$ cat src/rtl/strap_pkg.sv
package strap_pkg;
  // Width of a counter that has to reach n-1.
  function automatic int cnt_width(input int n);
    return (n < 2) ? 1 : $clog2(n);
  endfunction

  // Pin index of the mode strap; the indices below it hold the frequency select.
  function automatic int mode_index(input int fsel_bits);
    return fsel_bits;
  endfunction
endpackage

$ cat src/rtl/strap_sync.sv
module strap_sync #(
  parameter int WIDTH = 5
) (
  input  logic             clk,
  input  logic             rst_n,
  input  logic [WIDTH-1:0] d,
  output logic [WIDTH-1:0] q
);
  for (genvar i = 0; i < WIDTH; i++) begin : g_bit
    logic s1, s2;
    always_ff @(posedge clk or negedge rst_n) begin
      if (!rst_n) begin
        s1 <= 1'b0;
        s2 <= 1'b0;
      end else begin
        s1 <= d[i];
        s2 <= s1;
      end
    end
    assign q[i] = s2;
  end
endmodule

$ cat src/rtl/strap_window_timer.sv
module strap_window_timer #(
  parameter int WINDOW = 28636
) (
  input  logic clk,
  input  logic rst_n,
  output logic tc
);
  import strap_pkg::*;
  localparam int CW = cnt_width(WINDOW);
  localparam logic [CW-1:0] LAST = CW'(WINDOW - 1);

  logic [CW-1:0] cnt;
  logic          expired;

  always_ff @(posedge clk or negedge rst_n) begin
    if (!rst_n) begin
      cnt     <= '0;
      expired <= 1'b0;
    end else if (!expired) begin
      if (cnt == LAST) expired <= 1'b1;
      else             cnt     <= cnt + 1'b1;
    end
  end

  assign tc = !expired && (cnt == LAST);

  a_r2_cnt_in_range: assert property (@(posedge clk) disable iff (!rst_n)
    cnt <= LAST);
  a_r2_tc_single: assert property (@(posedge clk) disable iff (!rst_n)
    tc |=> !tc);
  a_r2_expired_sticky: assert property (@(posedge clk) disable iff (!rst_n)
    expired |=> expired);
endmodule

$ cat src/rtl/strap_latch.sv
module strap_latch #(
  parameter int WIDTH = 5
) (
  input  logic             clk,
  input  logic             rst_n,
  input  logic             tc,
  input  logic [WIDTH-1:0] pin_sync,
  output logic [WIDTH-1:0] strap,
  output logic             captured,
  output logic             done
);
  always_ff @(posedge clk or negedge rst_n) begin
    if (!rst_n) begin
      strap    <= '0;
      captured <= 1'b0;
      done     <= 1'b0;
    end else begin
      if (tc) begin
        strap    <= pin_sync;
        captured <= 1'b1;
      end
      if (captured) done <= 1'b1;
    end
  end

  a_r5_strap_frozen: assert property (@(posedge clk) disable iff (!rst_n)
    captured |=> $stable(strap));
  a_r4_done_after_capture: assert property (@(posedge clk) disable iff (!rst_n)
    $rose(done) |-> $past(captured));
  a_r5_done_sticky: assert property (@(posedge clk) disable iff (!rst_n)
    done |=> done);
  a_r3_capture_on_tc: assert property (@(posedge clk) disable iff (!rst_n)
    $rose(captured) |-> $past(tc));
endmodule

$ cat src/rtl/strap_capture_top.sv
module strap_capture_top #(
  parameter int NUM_PINS  = 5,
  parameter int FSEL_BITS = 4,
  parameter int WINDOW    = 28636
) (
  input  logic                 clk_ref,
  input  logic                 por_n,
  input  logic [NUM_PINS-1:0]  pad_in,
  output logic [NUM_PINS-1:0]  pad_oe,
  output logic                 shared_oe,
  output logic [NUM_PINS-1:0]  strap_bits,
  output logic [FSEL_BITS-1:0] freq_sel,
  output logic                 mode_sel,
  output logic                 done
);
  import strap_pkg::*;
  localparam int MODE_IDX = mode_index(FSEL_BITS);

  logic [NUM_PINS-1:0] pin_sync;
  logic                tc_evt;
  logic                capture_evt;

  strap_sync #(.WIDTH(NUM_PINS)) i_sync (
    .clk(clk_ref), .rst_n(por_n), .d(pad_in), .q(pin_sync));

  strap_window_timer #(.WINDOW(WINDOW)) i_timer (
    .clk(clk_ref), .rst_n(por_n), .tc(tc_evt));

  strap_latch #(.WIDTH(NUM_PINS)) i_latch (
    .clk(clk_ref), .rst_n(por_n), .tc(tc_evt), .pin_sync(pin_sync),
    .strap(strap_bits), .captured(capture_evt), .done(done));

  assign pad_oe    = {NUM_PINS{done}};
  assign freq_sel  = strap_bits[FSEL_BITS-1:0];
  assign mode_sel  = strap_bits[MODE_IDX];
  assign shared_oe = done & mode_sel;

  a_r2_quiet_in_window: assert property (@(posedge clk_ref) disable iff (!por_n)
    !capture_evt |-> (pad_oe == '0 && !shared_oe));
  a_r4_oe_after_capture: assert property (@(posedge clk_ref) disable iff (!por_n)
    $rose(pad_oe[0]) |-> $past(capture_evt));
  a_r6_shared_needs_done: assert property (@(posedge clk_ref) disable iff (!por_n)
    shared_oe |-> done);
endmodule

$ cat config.mk
export PLATFORM = sky130hd
export DESIGN_NAME = strap_capture_top
export DESIGN_NICKNAME = d
export VERILOG_FILES = /design/src/rtl/strap_pkg.sv /design/src/rtl/strap_sync.sv /design/src/rtl/strap_window_timer.sv /design/src/rtl/strap_latch.sv /design/src/rtl/strap_capture_top.sv
export SDC_FILE = /design/constraint.sdc
export NUM_CORES = 1
export LEC_CHECK = 0
export ABC_AREA = 0
export ABC_CLOCK_PERIOD_IN_PS = 1900
export BUFFER_PORTS_ARGS = -buffer_cell sky130_fd_sc_hd__buf_2
export CAP_MARGIN = 20
export CORE_UTILIZATION = 25
export DETAILED_ROUTE_END_ITERATION = 16
export SETUP_SLACK_MARGIN = 0.15
export SLEW_MARGIN = 20
export SYNTH_ARGS = -nofsm -noshare
export SYNTH_HDL_FRONTEND = slang
export SYNTH_SLANG_ARGS = --single-unit
$ cat constraint.sdc
create_clock -name clk_ref -period 1.9 [get_ports clk_ref]
set_input_delay 0.57 -clock clk_ref [delete_from_list [all_inputs] [get_ports clk_ref]]
set_output_delay 0.57 -clock clk_ref [all_outputs]
set_load 0.1 [all_outputs]
==> out/metrics.yaml, run 1 <==
initial_utilization: 0.2615
slowest_stage: "buf_2"
postCtsHoldBufs: 0
r2r-start: "i_timer.cnt[0]$_DFFE_PN0P_"
gr-usage-all-layers: 0.08472
cts_tree: "done"
yosysWarnings: 0
worst-path-buf-inv: 1
dr_wl_met2_microns: 937
synth_fp_nets: 102
setup_ws_ns: 0.2119
n_antenna_cell: 0
worstPathArrival_ns: 1.12
num_vias: 724
die_area_sq_um: 5709
end_kind: "output port"
fmax_mhz: 592.4
layout_common_cells: "27 x dfrtp_1, 20 x buf_2, 9 x xnor2_1"
core_region_area_sq_um: 5172
synth_cells: 94
antenna_found_initial: 0
min_period_ns: 1.688
area_delta_synth_final_pct: 18.69
cp-startpoint: "i_latch.done$_DFFE_PN0P_"
final_common_cell: "dfrtp_1"
grt_pass1_vias: 742
finClkSkew_ns: 0.007307
numCtsBuffers: 5
path_cells: "buf_2"
path_class: "flip-flop to output port"
fin_area_sq_um: 1605
num-fill-cells: 516
power_mw: 1.228
htreeDepth: 2
io_pins: 24
yosysTopAreaCell: "dfrtp_1"
power-per-cell-area_nw_per_um2: 765.0
root_buffer: "clkbuf_8"
crit_family: "buffers and inverters"
crit_required_ns: 1.33
gp_congestion: 0.7566
route.detailed.drc: 0
hold_viol_final: 0
layout.nets: 125
setup_viol: 0
place_area_sq_um: 1504
ir_drop_mv: 0.2743
finalMaxSlewViolations: 0
setup-tns-final_ns: 0
setup.worst_path.start_class: "flip-flop"
wl_met3_microns: 131
overflow: 0
yosysSeqAreaShare: 0.6105
antenna_left: 0
max_slew_margin: 0.6767
clock_latency_ns: 0.28
slowest_delay_ns: 0.44
synth_area_sq_um: 1353
synth_top_area_frac: 0.6105
die_y_microns: 75.56
clkTransAtPathRegs_ns: 0.06
p_leak_nw: 0.7657
seq_area_sq_um: 833.3
die_w_microns: 75.56
grt_pass1_wl_microns: 3387
max-clock-path-buffers: 2
routedWlPerCell_microns: 10.90
grt_setup_unrepaired: "yes"
dp_slack_ns: 0.2161
drt_iter0_drc: 39
period_share: 0.8885
syn_area_per_cell_sq_um: 14.39
highest_layer: "met4"
hold_path.class: "primary input to async pin"
drt_wl_total_microns: 2050
port_buffers: 23
hpwl_microns: 1490
dr.pass1.iters: 3
worst_pin_slew_ns: 0.4883
grt_max_degree: 14
vias_per_cell: 3.851
rows: 26
maxCapViolations: 0
path_max_fanout: 8
fin_util: 0.3104
drive_gt1_frac: 0.4576
ys_seq_elements: 33
wl_met1_microns: 953
multi_input_area_sq_um: 450.4
status: "complete, no violations"
synthDistinctLibCells: 24
clock_sinks: 33
yosys-top-cells-area: "dfrtp_1 61%, xnor2_1 5.8%, buf_4 5.6%"
what timing repair did:
item / CTS / global route
setup endpoints to repair: 1 / 13
gates resized for setup: 1 / 4
setup buffers: 0 / 1
pin swaps: 0 / 1
final timing paths:
kind	to	slack [ns]	cells after the start
max	pad_oe[1]	0.21	1
min	i_timer.cnt[9]$_DFFE_PN0P_	0.14	1
max reg2reg	i_timer.cnt[1]$_DFFE_PN0P_	0.23	4
min reg2reg	i_sync.g_bit[4].s2$_DFF_PN0_	0.35	0
max in group asynchronous	i_latch.strap[1]$_DFFE_PN0P_	1.31	2
min in group clk_ref	i_sync.g_bit[4].s2$_DFF_PN0_	0.35	0
cell type report:
cell class                 instances  area share
clock buffer                       7     0.04754
timing repair buffer              26     0.09275
multi-input combinational         50      0.2806
inverter                           1    0.002338
sequential                        33      0.5191
clock inverter                     1    0.003118
tap                               70     0.05456
sequential cells by signal (all words and copies together) (netlist names):
| name | flops |
|---|---|
| i_sync.g_bit.s2 | 5 |
| i_timer.cnt | 15 |
| i_timer.expired | 1 |
| i_latch.strap | 5 |
| i_latch.captured | 1 |
| i_latch.done | 1 |
| i_sync.g_bit.s1 | 5 |
through the flow:
| step | hold slack [ns] | std cells |
|---|---|---|
| 2_1_floorplan | 0.2744 | 94 |
| 3_3_place_gp | 0.3384 | 179 |
| 3_5_place_dp | 0.3363 | 179 |
| 4_1_cts | 0.1445 | 187 |
| 5_1_grt | 0.1341 | 188 |
| 6_report | 0.1417 | 188 |
routing by layer:
layer / track usage / vias to the layer above
met1: 0.1004 / 346
met4: 0.03086 / 0
met2: 0.1260 / 21
met5: 0 / -
met3: 0.05159 / 3
li1: - / 354
synth_stat cells:
master / instances
dfrtp_1: 33
buf_4: 10
xnor2_1: 9
nand2_1: 6
mux2_4: 5
xor2_1: 5
and2_1: 3
nand3_1: 3
nand4_1: 3
nor2_1: 2
or2_2: 2
a41oi_4: 1
and3_1: 1
and4_2: 1
and4b_1: 1
and4bb_4: 1
ha_1: 1
inv_1: 1
mux2_2: 1
nand4_4: 1
nand4b_1: 1
nor2_2: 1
nor2_8: 1
nor3_1: 1
cell families (layout without fill, tap and decap cells):
family / Yosys count / count (layout) / share of synthesized area
AO/OA/AOI/OAI: 1 / 1 / 0.02035
flip-flops: 33 / 33 / 0.6105
buffers and inverters: 11 / 35 / 0.05828
XOR/XNOR: 14 / 14 / 0.09066
adder cells (fa/ha/maj): 1 / 1 / 0.009249
AND/OR/NAND/NOR: 28 / 28 / 0.1471
multiplexers: 6 / 6 / 0.06383
power by group:
| part | total (mW) | internal [mW] | switching, mW |
|---|---|---|---|
| registers | 0.716 | 0.713 | 0.00278 |
| clock network | 0.490 | 0.256 | 0.234 |
| logic | 0.0220 | 0.00721 | 0.0148 |
(Power assumes the default switching activity.)
==> run 2: changes to the inputs <==
BUFFER_PORTS_ARGS = not set   (was -buffer_cell sky130_fd_sc_hd__buf_2)
DONT_BUFFER_PORTS = 1   (was not set)
HOLD_SLACK_MARGIN = 0.1   (was not set)
==> out/metrics.yaml, run 2 (synthesis results as in run 1) <==
layout.nets: 109
worst-path-buf-inv: 1
max-clock-path-buffers: 2
fmax_mhz: 572.4
initial_utilization: 0.2615
min_period_ns: 1.747
path_max_fanout: 5
worst_pin_slew_ns: 0.5462
layout_common_cells: "27 x dfrtp_1, 9 x xnor2_1, 6 x nand2_1, 6 x buf_12"
grt_setup_unrepaired: "yes"
drive_gt1_frac: 0.3922
drt_wl_total_microns: 1942
layout.cells.non_filler: 172
antenna_found_initial: 0
place_area_sq_um: 1519
port_buffers: 0
period_share: 0.9196
status: "complete, no violations"
area_delta_synth_final_pct: 20.72
setup_ws_ns: 0.1528
hold_viol_final: 0
hold_path.class: "primary input to async pin"
setup-tns-final_ns: 0
rows: 26
gr-usage-all-layers: 0.08155
max_flop_register: "i_timer.cnt"
n_antenna_cell: 0
finClkSkew_ns: 0.003954
worstPathArrival_ns: 1.18
clkTransAtPathRegs_ns: 0.06
routedWlPerCell_microns: 11.29
htreeDepth: 2
grt_pass1_vias: 734
ir_drop_mv: 0.4034
place_inst: 162
path_class: "flip-flop to output port"
crit_required_ns: 1.33
vias_per_cell: 3.890
numCtsBuffers: 5
max_slew_margin: 0.6389
grt_pass1_wl_microns: 3332
core_region_area_sq_um: 5172
dr.pass1.iters: 4
setup_viol: 0
route.detailed.drc: 0
crit_family: "flip-flops"
antenna_left: 0
largest_reg_flops: 15
r2r-start: "i_timer.cnt[0]$_DFFE_PN0P_"
drt_iter0_drc: 28
clock_sinks: 33
power-per-cell-area_nw_per_um2: 745.9
num_vias: 669
io_pins: 24
setup.worst_path.start_class: "flip-flop"
path_cells: "buf_16"
gp_congestion: 0.7782
overflow: 0
cp-startpoint: "i_latch.done$_DFFE_PN0P_"
fin_area_sq_um: 1633
root_buffer: "clkbuf_8"
slowest_delay_ns: 0.45
die_area_sq_um: 5709
die_w_microns: 75.56
finalMaxSlewViolations: 0
p_leak_nw: 0.7098
hpwl_microns: 1404
die_y_microns: 75.56
maxCapViolations: 0
dp_slack_ns: 0.2042
grt_max_degree: 34
power_mw: 1.218
final_common_cell: "dfrtp_1"
slowest_stage: "dfrtp_4"
end_kind: "output port"
clock_latency_ns: 0.28
cts_tree: "done"
-- run 2: final cells by class --
cell class	instances	area, sq um
inverter	1	3.754
timing repair buffer	10	170.2
tap	70	87.58
sequential	33	835.8
clock buffer	6	72.57
multi-input combinational	50	452.9
fill	495	3540
clock inverter	2	10.01
-- run 2: per-layer routing --
| layer | wire length [microns] | vias to the layer above | track usage |
|---|---|---|---|
| li1 | - | 319 | - |
| met1 | 857 | 329 | 0.09865 |
| met2 | 924 | 18 | 0.1230 |
| met3 | 138 | 3 | 0.04630 |
| met4 | 21 | 0 | 0.02675 |
| met5 | 0 | - | 0 |
-- run 2: path summary, 6_finish.rpt --
kind / end / slack (ns) / cells past startpoint
min: i_latch.done$_DFFE_PN0P_ / 0.11 / 1
min in group clk_ref: i_sync.g_bit[4].s1$_DFF_PN0_ / 0.32 / 0
max: pad_oe[3] / 0.15 / 1
min reg2reg: i_sync.g_bit[4].s2$_DFF_PN0_ / 0.35 / 0
max reg2reg: i_latch.strap[1]$_DFFE_PN0P_ / 0.25 / 5
max in group asynchronous: i_latch.strap[1]$_DFFE_PN0P_ / 1.61 / 1
-- run 2: timing repair --
action,CTS,global route
setup buffers,0,1
resized for setup,0,2
endpoints found under the hold margin,33,0
hold buffers,1,0
pin swaps,0,2
endpoints found under the setup margin,6,12
-- run 2: power breakdown --
group / switching (mW) / internal, mW
Sequential: 0.00273 / 0.713
Combinational: 0.0123 / 0.00459
Clock: 0.232 / 0.253
-- run 2: per-stage QoR --
step,util,hold slack [ns]
after floorplan,-,0.2744
after global placement,0.2937,0.2759
after detailed placement,0.2937,0.2760
after CTS,0.3135,0.1114
after global routing,0.3157,0.1114
final,0.3157,0.1119
==> run 3: changes to the inputs <==
CTS_BUF_LIST = sky130_fd_sc_hd__clkbuf_8 sky130_fd_sc_hd__clkbuf_16   (was not set)
==> out/metrics.yaml, run 3 (synthesis results as in run 1) <==
rr_endpoint: "i_latch.strap[1]$_DFFE_PN0P_"
die_area_sq_um: 5709
path_cells: "buf_16"
path_max_fanout: 5
core_region_area_sq_um: 5172
rows: 26
route.detailed.drc: 0
dr.pass1.iters: 4
ir_drop_mv: 0.4011
antenna_left: 0
cts_tree: "done"
grt_max_degree: 34
n_antenna_cell: 0
place_inst: 162
finalMaxSlewViolations: 0
worst-path-buf-inv: 1
power-per-cell-area_nw_per_um2: 742.8
setup_viol: 0
max-clock-path-buffers: 2
vias_per_cell: 3.890
overflow: 0
gr-usage-all-layers: 0.08155
max_slew_margin: 0.6389
crit_required_ns: 1.33
regToRegSetupSlack_ns: 0.25
hold_path.class: "primary input to async pin"
reg2reg_depth: 5
grt_pass1_vias: 735
num_vias: 669
clock_sinks: 33
final_common_cell: "dfrtp_1"
initial_utilization: 0.2615
slowest_delay_ns: 0.45
port_buffers: 0
clock_latency_ns: 0.28
largest_reg_flops: 15
antenna_found_initial: 0
layout.nets: 109
hpwl_microns: 1404
numCtsBuffers: 5
area_delta_synth_final_pct: 20.72
worstPathArrival_ns: 1.18
p_leak_nw: 0.7139
grt_pass1_wl_microns: 3339
gp_congestion: 0.7782
layout.cells.non_filler: 172
path_class: "flip-flop to output port"
max_flop_register: "i_timer.cnt"
clkTransAtPathRegs_ns: 0.06
die_y_microns: 75.56
setup.worst_path.start_class: "flip-flop"
setup-tns-final_ns: 0
routedWlPerCell_microns: 11.29
status: "complete, no violations"
grt_setup_unrepaired: "yes"
period_share: 0.9195
htreeDepth: 2
maxCapViolations: 0
finClkSkew_ns: 0.003954
end_kind: "output port"
min_period_ns: 1.747
drive_gt1_frac: 0.3922
fmax_mhz: 572.4
slowest_stage: "dfrtp_4"
drt_wl_total_microns: 1942
r2r-start: "i_timer.cnt[0]$_DFFE_PN0P_"
die_w_microns: 75.56
io_pins: 24
crit_family: "flip-flops"
layout_common_cells: "27 x dfrtp_1, 9 x xnor2_1, 6 x nand2_1, 6 x buf_12"
root_buffer: "clkbuf_8"
drt_iter0_drc: 29
hold_viol_final: 0
worst_pin_slew_ns: 0.5462
## run 3: report_power, final
group          internal [mW]  total, mW  leakage (nW)  switching (mW)
Combinational        0.00459     0.0169         0.252          0.0123
Clock                  0.248      0.480        0.0491           0.232
Sequential             0.713      0.716         0.413         0.00273
## run 3: through the flow
step	power (mW)	area (sq um)	hold slack [ns]	worst slack, ns	utilization
after floorplan	0.7286	1361	0.2744	0.05600	-
after global placement	0.7299	1519	0.2759	0.2615	0.2937
after detailed placement	0.7298	1519	0.2760	0.2042	0.2937
after CTS	1.237	1622	0.1111	0.1394	0.3135
after global routing	1.275	1633	0.1114	0.1163	0.3157
final	1.213	1633	0.1120	0.1529	0.3157
## run 3: final cells by class
type	count	area, sq um
tap	70	87.58
multi-input combinational	50	452.9
clock buffer	5	68.82
inverter	1	3.754
timing repair buffer	10	170.2
clock inverter	3	13.76
fill	495	3540
sequential	33	835.8
## run 3: layer usage
metal  GRT usage  vias to the layer above  routed length (microns)
li1            -                      319                        -
met1     0.09865                      329                      858
met2      0.1230                       18                      924
met3     0.04630                        3                      138
met4     0.02675                        0                       21
met5           0                        -                        0
## run 3: how the worst max path moves through the flow
stage | from | endpoint | slack (ns) | cells past startpoint
after global placement | i_timer.cnt[0]$_DFFE_PN0P_ | i_timer.cnt[1]$_DFFE_PN0P_ | 0.26 | 4
after detailed placement | i_timer.cnt[0]$_DFFE_PN0P_ | i_latch.strap[2]$_DFFE_PN0P_ | 0.20 | 5
after floorplan | i_latch.done$_DFFE_PN0P_ | shared_oe | 0.06 | 1
after global routing | i_latch.done$_DFFE_PN0P_ | pad_oe[1] | 0.12 | 1
after CTS | i_latch.done$_DFFE_PN0P_ | pad_oe[3] | 0.14 | 1
final | i_latch.done$_DFFE_PN0P_ | pad_oe[3] | 0.15 | 1
## run 3: timing repair
action,in CTS,in global routing
hold buffers,1,0
pin swaps,0,2
gates resized for setup,0,2
setup endpoints to repair,6,12
buffers inserted,0,1
hold endpoints to repair,33,0
